File: config.mk
export PLATFORM = sky130hd
export DESIGN_NAME = osd_i2c_rx
export DESIGN_NICKNAME = d
export VERILOG_FILES = /design/src/rtl/osd_i2c_pkg.sv /design/src/rtl/osd_i2c_dp.sv /design/src/rtl/osd_i2c_ctrl.sv /design/src/rtl/osd_i2c_rx.sv
export SDC_FILE = /design/constraint.sdc
export NUM_CORES = 1
export LEC_CHECK = 0
export ABC_AREA = 1
export BUFFER_PORTS_ARGS = -buffer_cell sky130_fd_sc_hd__buf_2
export CAP_MARGIN = 20
export CORE_ASPECT_RATIO = 1.5
export CORE_MARGIN = 3
export CORE_UTILIZATION = 45
export DETAILED_ROUTE_END_ITERATION = 8
export MAX_ROUTING_LAYER = met4
export PLACE_DENSITY_LB_ADDON = 0.12
export SLEW_MARGIN = 5
export SYNTH_ARGS = -nofsm -noshare
export SYNTH_HDL_FRONTEND = slang
export SYNTH_SLANG_ARGS = --single-unit
export TNS_END_PERCENT = 20
File: constraint.sdc
create_clock -name clk -period 1.3 [get_ports clk]
set_input_delay 0 -clock clk [delete_from_list [all_inputs] [get_ports clk]]
set_output_delay 0 -clock clk [all_outputs]
set_load 0.01 [all_outputs]
File: src/rtl/osd_i2c_pkg.sv
package osd_i2c_pkg;

  typedef enum logic [2:0] {
    ST_IDLE,
    ST_ADDR,
    ST_DATA,
    ST_ACK,
    ST_HOLD
  } rxState_t;

  // strobes from control to datapath
  typedef struct packed {
    logic shiftEn;
    logic clrCnt;
    logic issueCmd;
    logic issueRam;
  } dpCtl_t;

endpackage

File: src/rtl/osd_i2c_dp.sv
module osd_i2c_dp
  import osd_i2c_pkg::*;
#(
  parameter int ADDR_W = 7,
  parameter logic [ADDR_W-1:0] OWN_ADDR = 7'b1011101,
  parameter int SYNC_STAGES = 2,
  localparam int DATA_W = ADDR_W + 1,
  localparam int CNT_W = $clog2(DATA_W + 1)
) (
  input  logic              clk,
  input  logic              rstN,
  input  logic              sclIn,
  input  logic              sdaIn,
  input  dpCtl_t            ctl,
  output logic              sclRise,
  output logic              sclFall,
  output logic              startDet,
  output logic              stopDet,
  output logic [CNT_W-1:0]  bitCnt,
  output logic              addrHit,
  output logic              rwBit,
  output logic              cmdValid,
  output logic [DATA_W-1:0] cmdData,
  output logic              ramWrite,
  output logic [DATA_W-1:0] ramData
);

  logic [SYNC_STAGES-1:0] sclSync, sdaSync;
  logic sclS, sdaS, sclP, sdaP;
  logic [DATA_W-1:0] shiftReg;

  // synchronizers, idle bus level is high
  always_ff @(posedge clk) begin
    if (!rstN) begin
      sclSync <= '1;
      sdaSync <= '1;
      sclP    <= 1'b1;
      sdaP    <= 1'b1;
    end else begin
      sclSync <= {sclSync[SYNC_STAGES-2:0], sclIn};
      sdaSync <= {sdaSync[SYNC_STAGES-2:0], sdaIn};
      sclP    <= sclS;
      sdaP    <= sdaS;
    end
  end

  assign sclS     = sclSync[SYNC_STAGES-1];
  assign sdaS     = sdaSync[SYNC_STAGES-1];
  assign sclRise  = sclS & ~sclP;
  assign sclFall  = ~sclS & sclP;
  assign startDet = sclS & sclP & sdaP & ~sdaS;
  assign stopDet  = sclS & sclP & ~sdaP & sdaS;

  always_ff @(posedge clk) begin
    if (!rstN) begin
      shiftReg <= '0;
      bitCnt   <= '0;
    end else begin
      if (ctl.shiftEn) shiftReg <= {shiftReg[DATA_W-2:0], sdaS};
      if (ctl.clrCnt) bitCnt <= '0;
      else if (ctl.shiftEn) bitCnt <= bitCnt + 1'b1;
    end
  end

  assign addrHit = (shiftReg[DATA_W-1:1] == OWN_ADDR);
  assign rwBit   = shiftReg[0];

  always_ff @(posedge clk) begin
    if (!rstN) begin
      cmdValid <= 1'b0;
      ramWrite <= 1'b0;
      cmdData  <= '0;
      ramData  <= '0;
    end else begin
      cmdValid <= ctl.issueCmd;
      ramWrite <= ctl.issueRam;
      if (ctl.issueCmd) cmdData <= shiftReg;
      if (ctl.issueRam) ramData <= shiftReg;
    end
  end

endmodule

File: src/rtl/osd_i2c_ctrl.sv
module osd_i2c_ctrl
  import osd_i2c_pkg::*;
#(
  parameter int DATA_W = 8,
  localparam int CNT_W = $clog2(DATA_W + 1)
) (
  input  logic             clk,
  input  logic             rstN,
  input  logic             sclRise,
  input  logic             sclFall,
  input  logic             startDet,
  input  logic             stopDet,
  input  logic [CNT_W-1:0] bitCnt,
  input  logic             addrHit,
  input  logic             rwBit,
  input  logic             testMode,
  input  logic             ramNext,
  input  logic             hsync,
  input  logic             vsync,
  output dpCtl_t           ctl,
  output logic             sclDriveLow,
  output logic             sdaDriveLow
);

  rxState_t state, nextState;
  logic inByte, byteFull, midByte, retrace;

  assign inByte   = (state == ST_ADDR) || (state == ST_DATA);
  assign byteFull = (bitCnt == CNT_W'(DATA_W));
  // one rise is always seen before a repeated START or a STOP
  assign midByte  = inByte && (bitCnt >= CNT_W'(2));
  assign retrace  = hsync && !vsync;

  always_comb begin
    nextState = state;
    ctl       = '0;
    if (stopDet) begin
      nextState = ST_IDLE;
    end else if (startDet) begin
      if (midByte) nextState = ST_IDLE;
      else begin
        nextState  = ST_ADDR;
        ctl.clrCnt = 1'b1;
      end
    end else begin
      unique case (state)
        ST_ADDR, ST_DATA: begin
          if (sclRise && !byteFull) ctl.shiftEn = 1'b1;
          if (sclFall && byteFull) begin
            if (state == ST_ADDR) begin
              nextState = (addrHit && (!rwBit || testMode)) ? ST_ACK : ST_IDLE;
            end else if (ramNext) begin
              nextState = ST_HOLD;
            end else begin
              ctl.issueCmd = 1'b1;
              nextState    = ST_ACK;
            end
          end
        end
        ST_HOLD: begin
          if (retrace) begin
            ctl.issueRam = 1'b1;
            nextState    = ST_ACK;
          end
        end
        ST_ACK: begin
          if (sclFall) begin
            ctl.clrCnt = 1'b1;
            nextState  = ST_DATA;
          end
        end
        default: nextState = ST_IDLE;
      endcase
    end
  end

  always_ff @(posedge clk) begin
    if (!rstN) state <= ST_IDLE;
    else state <= nextState;
  end

  assign sclDriveLow = (state == ST_HOLD);
  assign sdaDriveLow = (state == ST_ACK) || (state == ST_HOLD);

endmodule

File: src/rtl/osd_i2c_rx.sv
module osd_i2c_rx
  import osd_i2c_pkg::*;
#(
  parameter int ADDR_W = 7,
  parameter logic [ADDR_W-1:0] OWN_ADDR = 7'b1011101,
  parameter int SYNC_STAGES = 2,
  localparam int DATA_W = ADDR_W + 1,
  localparam int CNT_W = $clog2(DATA_W + 1)
) (
  input  logic              clk,
  input  logic              rstN,
  input  logic              sclIn,
  input  logic              sdaIn,
  output logic              sclDriveLow,
  output logic              sdaDriveLow,
  input  logic              testMode,
  input  logic              ramNext,
  input  logic              hsync,
  input  logic              vsync,
  output logic              cmdValid,
  output logic [DATA_W-1:0] cmdData,
  output logic              ramWrite,
  output logic [DATA_W-1:0] ramData
);

  dpCtl_t ctl;
  logic sclRise, sclFall, startDet, stopDet, addrHit, rwBit;
  logic [CNT_W-1:0] bitCnt;

  osd_i2c_dp #(
    .ADDR_W(ADDR_W), .OWN_ADDR(OWN_ADDR), .SYNC_STAGES(SYNC_STAGES)
  ) u_dp (
    .clk(clk), .rstN(rstN), .sclIn(sclIn), .sdaIn(sdaIn), .ctl(ctl),
    .sclRise(sclRise), .sclFall(sclFall), .startDet(startDet), .stopDet(stopDet),
    .bitCnt(bitCnt), .addrHit(addrHit), .rwBit(rwBit),
    .cmdValid(cmdValid), .cmdData(cmdData), .ramWrite(ramWrite), .ramData(ramData)
  );

  osd_i2c_ctrl #(.DATA_W(DATA_W)) u_ctrl (
    .clk(clk), .rstN(rstN), .sclRise(sclRise), .sclFall(sclFall),
    .startDet(startDet), .stopDet(stopDet), .bitCnt(bitCnt),
    .addrHit(addrHit), .rwBit(rwBit), .testMode(testMode), .ramNext(ramNext),
    .hsync(hsync), .vsync(vsync), .ctl(ctl),
    .sclDriveLow(sclDriveLow), .sdaDriveLow(sdaDriveLow)
  );

endmodule

Word-level counts from Yosys, hierarchy flattened
Index checks and enable logic that the tools add are counted.
Word-level totals
  register bits: 39
  output and inout port bits: 20
  word-level logic and storage cells: 73
Cells by class
  $add $sub $neg: 1
  $lt $le $gt $ge: 1
  equality and inequality tests: 9
  mux-type cells: 24
  bitwise gates (word level): 12
  reduce and logical (&&, ||, !) cells: 15
Operators with widths (number)
  $mux 3: 6
  $mux 1: 14
  $pmux 3 s3: 1
  $and 1x1->1: 7
  $eq 7x7->1 const B: 1
  $eq 3x2->1 const B: 2
  $ne 3x2->1 const B: 2
  $reduce_or 2->1: 3
  $logic_and 1x1->1: 5
  $not 1->1: 5
  $add 4x1->4 const B: 1
  $eq 4x4->1 const B: 1
  $ge 4x2->1 const B: 1
  $mux 2: 2
  $mux 4: 1
  $eq 3x1->1 const B: 1
  $eq 3x3->1 const B: 1
  $logic_not 1->1: 3
  $logic_or 1x1->1: 3
  $ne 3x1->1 const B: 1
  $reduce_and 3->1: 1

Logic depth before layout (Yosys ltp)
  word-level depth: 8
  depth in mapped cells: 10
  gate-level depth less buffers: 10

Modules after synthesis
A second synthesis with hierarchy kept.
Second synthesis, totals
  cell total of the unflattened synthesis: 224
  area, all modules: 1624.1 um^2
By module, submodules not included
  osd_i2c_dp: times used 1, cells each 154, area an instance 1267.5 um^2, sequential area each 720.7 um^2
  osd_i2c_ctrl: times used 1, cells each 70, area an instance 356.6 um^2, sequential area each 60.1 um^2

Least setup slack after synthesis
OpenSTA, ideal clock, no wires.
  path kind: register to register
  start: reg u_dp.bitCnt[0]
  end: reg u_dp.bitCnt[2]
  setup time: 70 ps
  arrival: 1343 ps
  data required time: 1230 ps
  path slack: -113 ps
  cell stages (with the launch flop): 11
  buffers on the path: 1
  clock period less this slack: 1413 ps
  path through: dfxtp_1 -> inv_1 -> ha_1 -> nand2_1 -> nor2_2 -> inv_1 -> nand3_1 -> nor2_8 -> buf_6 -> nand2_1 -> a21oi_1
Between the ends
  longest elaborated chain between the ends: 7
  elaborated cells on any way between the ends: 13
  those cells by class: 1 x add/sub; 1 x order compare; 1 x eq/ne; 6 x mux; 4 x reduce/logical
RTL lines
  from (decl): line osd_i2c_dp.sv:19  | output logic [CNT_W-1:0] bitCnt,
  from (signal assigned): line osd_i2c_dp.sv:61  | else if (ctl.shiftEn) bitCnt <= bitCnt + 1'b1;
  branches (longest 7 deep; another with $ge 4x2->1)
Parallel ways; which one is timed is not known.
A chain may end at the register's enable or synchronous reset.

Final worst setup path
  start: reg u_dp.bitCnt[0]
  end: reg u_dp.cmdData[0]
Between the ends
  longest elaborated chain between the ends: 6
RTL lines
  $eq 4x4->1: line osd_i2c_ctrl.sv:29  | assign byteFull = (bitCnt == CNT_W'(DATA_W));
  $logic_and 1x1->1: line osd_i2c_ctrl.sv:49  | if (sclFall && byteFull) begin
  $mux 1: line osd_i2c_ctrl.sv:49
  $mux 1: line osd_i2c_ctrl.sv:46  | unique case (state)
  $mux 2: line osd_i2c_ctrl.sv:39  | end else if (startDet) begin
  $mux 4: line osd_i2c_ctrl.sv:37  | if (stopDet) begin
  to (signal assigned): line osd_i2c_dp.sv:77  | if (ctl.issueCmd) cmdData <= shiftReg;
  to (decl): line osd_i2c_dp.sv:23  | output logic [DATA_W-1:0] cmdData,
Every way passes these cells.

==> out/qor.yml <==
grt.overflow.total: 0
setup_ws_ps: -79.6
syn_area_sq_mm: 0.00170
route.antenna.remaining_nets: 0
outcome: "complete, but fails checks"
tritoncts.num_buffers: 5
synth_cell_types: 28
clk_pin_slew_worst_paths_ps: 70
grt_pass1_wl_um: 6640
nets: 294
synth_edf_count: 0
drv_slew: 0
synth_ff_type: "dfxtp_1"
path_class: "reg -> reg"
vias_per_cell: 4.84
critical_path.max_fanout: 6
power_per_cell_area_mw_per_mm2: 1100
die_y_um: 81.3
antenna_found_initial: 0
wire_per_inst_um: 12.0
htree_levels: 2
track_usage: 0.193
root_buffer: "clkbuf_8"
drv_cap: 0
arrival_ps: 1600
rsz0062_at_grt: "true"
synth_area_per_cell_sq_um: 7.62
num_rows: 26
reg2reg_depth: 9
fmaxAchievable_mhz: 725
place_congestion: 0.886
num-fill-cells: 324
ff_latch_area_sq_um: 790
crit_required_ps: 1520
synth_nets: 234
die_area_sq_mm: 0.00456
fin_skew_ps: 5.78
irDropWorstVdd_mv: 0.785
multi_input_area_sq_um: 837
cts.sinks: 39
grt_pass1_vias: 1522
design_power_total_mw: 2.49
via_count: 1579
layout_min_cycle_time_ps: 1380
hp-class: "in -> reg"
syn_inst: 223
drcViolationCount: 0
cts_tree: "built"
dieWidth_um: 56.2
post-route-period-util: 1.06
diodes: 0
drive_gt1_frac: 0.373
final_hold_viol_count: 0
synth_seq_cells: 39
hpwl_um: 2930
start_util: 0.484
final_util: 0.647
ys_seq_area_frac: 0.459
violations: "setup timing"
area_growth_pct: 33.8
core_sq_mm: 0.00351
yosysWarnings: 0
num_io_pins: 28
min_path_cells: 3
critPathCaptureType: "flop"
p_leak_nw: 1.11
port_buffers: 27
grt_max_degree: 17
tightest_slew_ps: 389
finalSetupViolCount: 20
drtIter0Drc: 28
routed_wl_um: 3900
start_kind: "flop"
max-slew-margin-rel: 0.739
drt_first_pass_iters: 4
ys_async_sr_fraction: 0
clock_insertion_delay_worst_skew_ps: 290
clockBufferDepth: 2
-- cell usage in the layout (no fill, tap or decap), types with 4 or more instances in the layout --
master and instances:
o21ai_0 9, buf_6 4, o21ai_1 11, inv_1 17, nor2_1 39, buf_2 27
dfxtp_2 4, dfxtp_1 34, nand2_1 32, clkbuf_8 5, nand2_2 5, inv_2 6
o21ai_2 4, a21oi_1 15, nand3_1 10, buf_4 25, or2_2 5
-- report_power, final --
part,switching (mW),internal [mW]
combinational,0.241,0.224
clock,0.397,0.376
sequential,0.0280,1.23
total,0.666,1.83
-- metal layers --
metal / track usage / vias to the layer above / share of wire / wire, um
li1: - / 828 / - / -
met2: 0.342 / 30 / 0.53 / 2080
met3: 0.0413 / 7 / 0.037 / 145
met1: 0.204 / 714 / 0.41 / 1600
met5: - / - / 0 / 0
met4: 0.0926 / 0 / 0.019 / 76
-- final timing paths --
check / slack, ps / to / startpoint
hold / removal: 70 / u_dp.cmdData[6] / rstN
setup reg to reg: -80 / u_dp.cmdData[0] / u_dp.bitCnt[0]
hold reg to reg: 410 / u_dp.sdaSync[1] / u_dp.sdaSync[0]
setup / recovery: -80 / u_dp.cmdData[0] / u_dp.bitCnt[0]
-- repair_timing --
action / in CTS / in global routing
hold buffers: 2 / 0
buffers inserted: 2 / 1
endpoints found under the setup margin: 28 / 33
gates resized for setup: 23 / 6
pin swaps: 4 / 0
hold endpoints to repair: 2 / 0
-- synthesized netlist by cell type (all sizes together), types with 3 or more instances --
cell | count | area (sq um)
a21oi | 18 | 97.6
buf | 4 | 38.8
dfxtp | 39 | 781
ha | 3 | 37.5
inv | 26 | 100
nand2 | 37 | 144
nand3 | 13 | 70.1
nor2 | 44 | 199
nor3 | 3 | 26.3
o21ai | 24 | 128
or2 | 5 | 31.3
-- critical path: stages, from the launching register on --
cell and delay, ps:
dfxtp_2 320, inv_2 70, ha_4 130, nand2_2 50
nor2_4 90, nand2_2 80, nor3_4 190, buf_6 170
o21ai_0 80, a21oi_1 130
-- final cells by class --
class                      instances  share of cell area
tap                               42              0.0231
inverter                          26              0.0462
clock inverter                     1             0.00220
sequential                        39               0.347
timing repair buffer              59               0.179
multi-input combinational        152               0.368
clock buffer                       7              0.0336
-- stage by stage --
stage          setup TNS (ps)  setup WS (ps)  instances  hold WS [ps]  cell area [sq um]
2_1_floorplan           -7.51          -7.51        223           107               1710
3_3_place_gp            -1050          -71.8        313           184               2060
3_5_place_dp            -1440           -129        313           189               2060
4_1_cts                  -652          -60.5        325          63.7               2240
5_1_grt                 -3340           -161        326          74.6               2270
6_report                 -537          -79.6        326          65.0               2270
-- state kept, by name (all words and copies together) (netlist names) --
name / count
u_ctrl.state: 3
u_dp.bitCnt: 4
u_dp.cmdData: 8
u_dp.cmdValid: 1
u_dp.ramData: 8
u_dp.ramWrite: 1
u_dp.sclP: 1
u_dp.sclSync: 2
u_dp.sdaP: 1
u_dp.sdaSync: 2
u_dp.shiftReg: 8
-- cells by family (layout without fill, tap and decap cells) --
group | after synthesis | count (layout) | synth area share
adders and majority gates | 3 | 3 | 0.0221
AOI/OAI and AO/OA | 43 | 43 | 0.137
and+or+nand+nor | 104 | 104 | 0.284
buffers and inverters | 32 | 93 | 0.0869
DFF | 39 | 39 | 0.459
xor gates and xnor gates | 2 | 2 | 0.0103
Power figures use the tool's default switching activity.
